==> src/rtl/dmach_pkg.sv <==
package dmach_pkg;
  localparam int TSEL_W = 3;

  typedef enum logic [1:0] {ST_IDLE, ST_RD, ST_WR} st_e;

  typedef struct packed {
    logic [TSEL_W-1:0] src;
    logic              word;
    logic              irq_en;
    logic              dir;
    logic              loop;
    logic              en;
  } ctrl_t;

  localparam logic [1:0] SEL_CTRL  = 2'd0;
  localparam logic [1:0] SEL_IO    = 2'd1;
  localparam logic [1:0] SEL_START = 2'd2;
  localparam logic [1:0] SEL_END   = 2'd3;
endpackage

==> src/rtl/dmach_trig.sv <==
module dmach_trig
  import dmach_pkg::*;
#(
  parameter int NTRIG = 7
) (
  input  logic              clk,
  input  logic              rst_n,
  input  logic [NTRIG-1:0]  trig,
  input  logic [TSEL_W-1:0] sel,
  input  logic              arm,
  input  logic              take,
  output logic              pend
);
  logic [NTRIG-1:0] trig_q;
  logic [NTRIG-1:0] rise;
  logic             hit;

  assign rise = trig & ~trig_q;

  // codes at or above NTRIG match no input and never request
  always_comb begin
    hit = 1'b0;
    for (int i = 0; i < NTRIG; i++)
      if (sel == TSEL_W'(i)) hit = rise[i];
  end

  always_ff @(posedge clk) begin
    if (!rst_n) begin
      trig_q <= '0;
      pend   <= 1'b0;
    end else begin
      trig_q <= trig;
      if (!arm) pend <= 1'b0;
      else      pend <= (pend & ~take) | hit;
    end
  end
endmodule

==> src/rtl/dmach_addr.sv <==
module dmach_addr #(
  parameter int AW = 12
) (
  input  logic          clk,
  input  logic          rst_n,
  input  logic          load,
  input  logic          adv,
  input  logic          word,
  input  logic [AW-1:0] first,
  input  logic [AW-1:0] last_addr,
  output logic [AW-1:0] cur,
  output logic          at_end
);
  localparam logic [AW-1:0] STEP_B = AW'(1);
  localparam logic [AW-1:0] STEP_W = AW'(2);

  assign at_end = (cur == last_addr);

  always_ff @(posedge clk) begin
    if (!rst_n)    cur <= '0;
    else if (load) cur <= first;
    else if (adv)  cur <= at_end ? first : cur + (word ? STEP_W : STEP_B);
  end
endmodule

==> src/rtl/dmach_chan.sv <==
module dmach_chan
  import dmach_pkg::*;
#(
  parameter int AW    = 12,
  parameter int DW    = 8,
  parameter int IOW   = 8,
  parameter int NTRIG = 7,
  parameter logic [AW-IOW-1:0] PAGE = '1
) (
  input  logic             clk,
  input  logic             rst_n,
  input  logic             cfg_we,
  input  logic [1:0]       cfg_sel,
  input  logic [AW-1:0]    cfg_data,
  input  logic [NTRIG-1:0] trig,
  output logic             bus_valid,
  input  logic             bus_ready,
  output logic             bus_we,
  output logic [AW-1:0]    bus_addr,
  output logic [DW-1:0]    bus_wdata,
  input  logic [DW-1:0]    bus_rdata,
  output logic             irq
);
  localparam int CW = $bits(ctrl_t);

  ctrl_t          ctrl;
  logic [IOW-1:0] io_q;
  logic [AW-1:0]  start_q, stop_q;
  st_e            state;
  logic           idx;
  logic [DW-1:0]  dat_q;
  logic           pend, take, done, load;
  logic [AW-1:0]  cur, rf_addr, per_addr, src_addr, dst_addr;
  logic           at_end;
  ctrl_t          ctrl_in;

  assign ctrl_in = ctrl_t'(cfg_data[CW-1:0]);
  assign load    = cfg_we && cfg_sel == SEL_CTRL && ctrl_in.en && !ctrl.en;
  assign take    = state == ST_IDLE && pend && ctrl.en;
  assign done    = state == ST_WR && bus_ready && (!ctrl.word || idx);

  always_ff @(posedge clk) begin
    if (!rst_n) begin
      ctrl    <= '0;
      io_q    <= '0;
      start_q <= '0;
      stop_q  <= '0;
    end else begin
      if (cfg_we && cfg_sel == SEL_CTRL)       ctrl    <= ctrl_in;
      else if (done && at_end && !ctrl.loop)   ctrl.en <= 1'b0;
      if (cfg_we && cfg_sel == SEL_IO)         io_q    <= cfg_data[IOW-1:0];
      if (cfg_we && cfg_sel == SEL_START)      start_q <= cfg_data;
      if (cfg_we && cfg_sel == SEL_END)        stop_q  <= cfg_data;
    end
  end

  dmach_trig #(.NTRIG(NTRIG)) u_trig (
    .clk(clk), .rst_n(rst_n), .trig(trig), .sel(ctrl.src),
    .arm(ctrl.en), .take(take), .pend(pend)
  );

  dmach_addr #(.AW(AW)) u_addr (
    .clk(clk), .rst_n(rst_n), .load(load), .adv(done), .word(ctrl.word),
    .first(start_q), .last_addr(stop_q), .cur(cur), .at_end(at_end)
  );

  assign rf_addr  = cur + AW'(idx);
  assign per_addr = {PAGE, io_q[IOW-1:1], ctrl.word ? idx : io_q[0]};
  assign src_addr = ctrl.dir ? per_addr : rf_addr;
  assign dst_addr = ctrl.dir ? rf_addr  : per_addr;

  always_ff @(posedge clk) begin
    if (!rst_n) begin
      state <= ST_IDLE;
      idx   <= 1'b0;
      dat_q <= '0;
      irq   <= 1'b0;
    end else begin
      irq <= done && at_end && ctrl.irq_en;
      case (state)
        ST_IDLE: if (take) begin
          state <= ST_RD;
          idx   <= 1'b0;
        end
        ST_RD: if (bus_ready) begin
          dat_q <= bus_rdata;
          state <= ST_WR;
        end
        ST_WR: if (bus_ready) begin
          if (ctrl.word && !idx) begin
            idx   <= 1'b1;
            state <= ST_RD;
          end else begin
            state <= ST_IDLE;
          end
        end
        default: state <= ST_IDLE;
      endcase
    end
  end

  assign bus_valid = state != ST_IDLE;
  assign bus_we    = state == ST_WR;
  assign bus_addr  = (state == ST_WR) ? dst_addr : src_addr;
  assign bus_wdata = dat_q;
endmodule

==> config.mk <==
export PLATFORM = sky130hd
export DESIGN_NAME = dmach_chan
export DESIGN_NICKNAME = d
export VERILOG_FILES = /design/src/rtl/dmach_pkg.sv /design/src/rtl/dmach_trig.sv /design/src/rtl/dmach_addr.sv /design/src/rtl/dmach_chan.sv
export SDC_FILE = /design/constraint.sdc
export NUM_CORES = 1
export LEC_CHECK = 0
export ABC_AREA = 0
export BUFFER_PORTS_ARGS = -buffer_cell sky130_fd_sc_hd__buf_2
export CAP_MARGIN = 10
export CORE_ASPECT_RATIO = 0.6
export CORE_MARGIN = 2
export CORE_UTILIZATION = 25
export DETAILED_ROUTE_END_ITERATION = 7
export PLACE_DENSITY = 0.4
export REMOVE_ABC_BUFFERS = 1
export SLEW_MARGIN = 20
export SYNTH_ARGS = -nofsm -noshare
export SYNTH_HDL_FRONTEND = slang
export SYNTH_SLANG_ARGS = --single-unit
==> constraint.sdc <==
create_clock -name clk -period 2.26 [get_ports clk]
set_clock_uncertainty 0.2 [all_clocks]
set_input_delay 0.339 -clock clk [delete_from_list [all_inputs] [get_ports clk]]
set_output_delay 0.339 -clock clk [all_outputs]
set_load 0.03 [all_outputs]
==> out/metrics.csv <==
metric,value,unit
status,finished with violations,
violations,negative setup slack,
cp.arrival,1.73,ns
cp-start-kind,flop,
power.density,645,nW/um2
dp_hpwl,7580,um
yosysWarnings,0,
cp-end-kind,output port,
ys_types,52,
cts_hold_buf,0,
worstPathRequired,1.72,ns
finalCritPeriodShare,101,%
first_pass_iters,4,
grt_max_degree,32,
area_growth,33.4,%
path_common_cell,buf_6,
start_util,26.0,%
cts_buffers,9,
grt-ovfl-total,0,
power_switching,0.782,mW
swShare,25.2,%
rows,33,
cp_cell_sequence,and3_4 > nand4_1 > buf_6 > or3_4 > nand3_2 > buf_6,
die_w,159,um
max_stage_delay,0.34,ns
maxCapViolations,0,
die_y,97.0,um
hold_class,in -> reg,
n_antenna_cell,0,
p_leak,2.04,nW
synth_ff_type,dfxtp_1,
cp_slowest_cell,dfxtp_2,
drc_errors,0,
synth_edf_count,0,
tritoncts,done,
clkPwrFrac,45.1,%
max_slew.worst_pin.slew,0.705,ns
ys_ff_latch,72,
drtIter0Drc,146,
vdd_drop_max,0.329,mV
critPathMaxFanout,4,
p_seq_share,43.0,%
via_count,2939,
finalCoreUtilization,34.7,%
viasPerCell,4.39,
ios,56,
dieArea,15400,um2
dp.cells,644,
hold_viol_final,0,
htreeDepth,3,
rsz0062_at_grt,yes,
cp_top_family,simple AND/OR/NAND/NOR gates,
nets,511,
cts_sinks,72,
cts_max_path_buffers,2,
cts_root_buf,clkbuf_16,
syn_area,3610,um2
drv_slew,0,
crit_buf_inv,2,
p_comb_share,11.8,%
finalSetupViolations,2,
wirelength,10700,um
grt_pass1_wl,16500,um
ant_nets,0,
finalCriticalPeriod,2.27,ns
gp_routability_congestion,0.832,
grt.total_usage,14.0,%
intPower,2.32,mW
core-area,13900,um2
path_clk_slew,0.06,ns
fmax,440,MHz
totalPowerFinal,3.10,mW
finalNonFillerCells,670,
portBuffers,55,
syn_avg_cell_area,9.13,um2
worst-r2r-setup-slack,0.10,ns
relSlewSlack,52.8,%
drive_above_1_share,32.8,%
netlist_instances,395,
grt_pass1_vias,2942,
async_flop_share,0,%
finalWorstSetupSlack,-0.0115,ns
post_drt_wl_per_cell,16.0,um
path_class,reg -> out,
antenna_found_initial,0,
ys_seq_area_share,40.0,%
clk_latency,0.33,ns
==> state kept, by name, indices dropped and copies added (netlist names) <==
register / cells
stop_q: 12
state: 2
u_addr.cur: 12
bus_wdata: 8
u_trig.trig_q: 7
io_q: 8
u_trig.pend: 1
idx: 1
ctrl: 8
irq: 1
start_q: 12
==> synthesized netlist by cell type, drive strengths merged, types with 2 or more instances <==
| master | n | area [um2] |
|---|---|---|
| dfxtp | 72 | 1440 |
| nand2 | 47 | 176 |
| nor2b | 37 | 231 |
| mux2i | 35 | 350 |
| a21oi | 20 | 115 |
| nor2 | 19 | 71.3 |
| o21ai | 19 | 95.1 |
| xnor2 | 18 | 203 |
| a21boi | 15 | 113 |
| clkbuf | 14 | 52.6 |
| buf | 10 | 83.8 |
| and2 | 9 | 56.3 |
| nand3 | 8 | 45.0 |
| and3 | 7 | 43.8 |
| inv | 7 | 26.3 |
| nand4 | 7 | 50.1 |
| xor2 | 6 | 52.6 |
| nand3b | 5 | 37.5 |
| nor3 | 5 | 41.3 |
| ha | 4 | 50.1 |
| nand2b | 3 | 18.8 |
| or3 | 3 | 20.0 |
| a211oi | 2 | 15.0 |
| mux2 | 2 | 22.5 |
| nand4b | 2 | 17.5 |
| nor3b | 2 | 20.0 |
| o2111a | 2 | 22.5 |
| o211a | 2 | 20.0 |
| o221ai | 2 | 17.5 |
| o22ai | 2 | 12.5 |
==> cells in the final DEF, fill, tap and decap left out, drive strengths merged, types with 3 or more instances in the layout <==
cell     n
a21boi  15
a21oi   20
and2     9
and3     7
buf     90
clkbuf  11
clkinv   3
dfxtp   72
ha       4
inv      7
mux2i   35
nand2   47
nand2b   3
nand3    8
nand3b   5
nand4    7
nor2    19
nor2b   37
nor3     5
o21ai   19
or3      3
xnor2   18
xor2     6
==> what timing repair did <==
| item | in CTS | in global routing |
|---|---|---|
| gates resized for setup | 37 | 30 |
| gates cloned | 0 | 1 |
| setup buffers | 3 | 6 |
| pin swaps | 3 | 10 |
| setup endpoints to repair | 12 | 18 |
==> worst paths after layout <==
check / start / end / cells past startpoint
min reg2reg: ctrl[3] / irq / 2
min: trig[0] / u_trig.trig_q[0] / 2
max: u_addr.cur[4] / bus_addr[9] / 6
max reg2reg: u_addr.cur[1] / u_addr.cur[2] / 8
==> power groups by stage <==
stage          registers [mW]  clock network [mW]  logic [mW]
6_report                 1.34                1.40       0.367
4_1_cts                  1.34                1.43       0.348
3_5_place_dp             1.36                   0       0.336
2_1_floorplan            1.36                   0       0.182
3_3_place_gp             1.36                   0       0.335
5_1_grt                  1.34                1.49       0.400
==> routing by layer <==
layer,vias up,track usage (%),share of wire [%]
met5,-,0,0
met2,54,17.9,37
met4,0,3.29,0.35
met3,4,4.46,4.4
met1,1373,22.0,58
li1,1508,-,-
==> final cells by class <==
cell class              instances  area, um2
inverters                       7       26.3
multi-input cells             292       2130
well taps                     192        240
repair buffers                 91        658
flip-flops and latches         72       1470
fillers                      1480       9060
clock buffers                  10        229
clock inverters                 6       60.1
==> logic make-up (layout without fill, tap and decap cells) <==
group | after synthesis | count (layout) | synth area share (%)
adders and majority gates | 5 | 5 | 1.94
and+or+nand+nor | 156 | 156 | 23.4
xor gates and xnor gates | 24 | 24 | 7.08
AOI/OAI and AO/OA | 70 | 70 | 12.7
buffers and inverters | 31 | 114 | 4.51
DFF | 72 | 72 | 40.0
muxes | 37 | 37 | 10.3
==> through the flow <==
step | setup slack, ns | TNS, ns | area, um2 | hold WS (ns)
4_1_cts | -0.0155 | -0.0155 | 4620 | 0.0150
3_5_place_dp | 0.00679 | 0 | 4210 | 0.236
5_1_grt | -0.0862 | -0.748 | 4810 | 0.0130
6_report | -0.0115 | -0.0159 | 4810 | 0.0250
3_3_place_gp | 0.113 | 0 | 4210 | 0.239
2_1_floorplan | -0.486 | -5.32 | 3470 | 0.209
==> worst reg2reg max path: stages, from the launching register on <==
cell     delay, ns
dfxtp_2       0.35
buf_4         0.15
xnor2_1       0.21
nand4_1       0.20
nor3_4        0.26
buf_4         0.23
o21ai_1       0.07
mux2_2        0.29
a21oi_2       0.12
No activity file was read; power rests on OpenSTA's default activity.
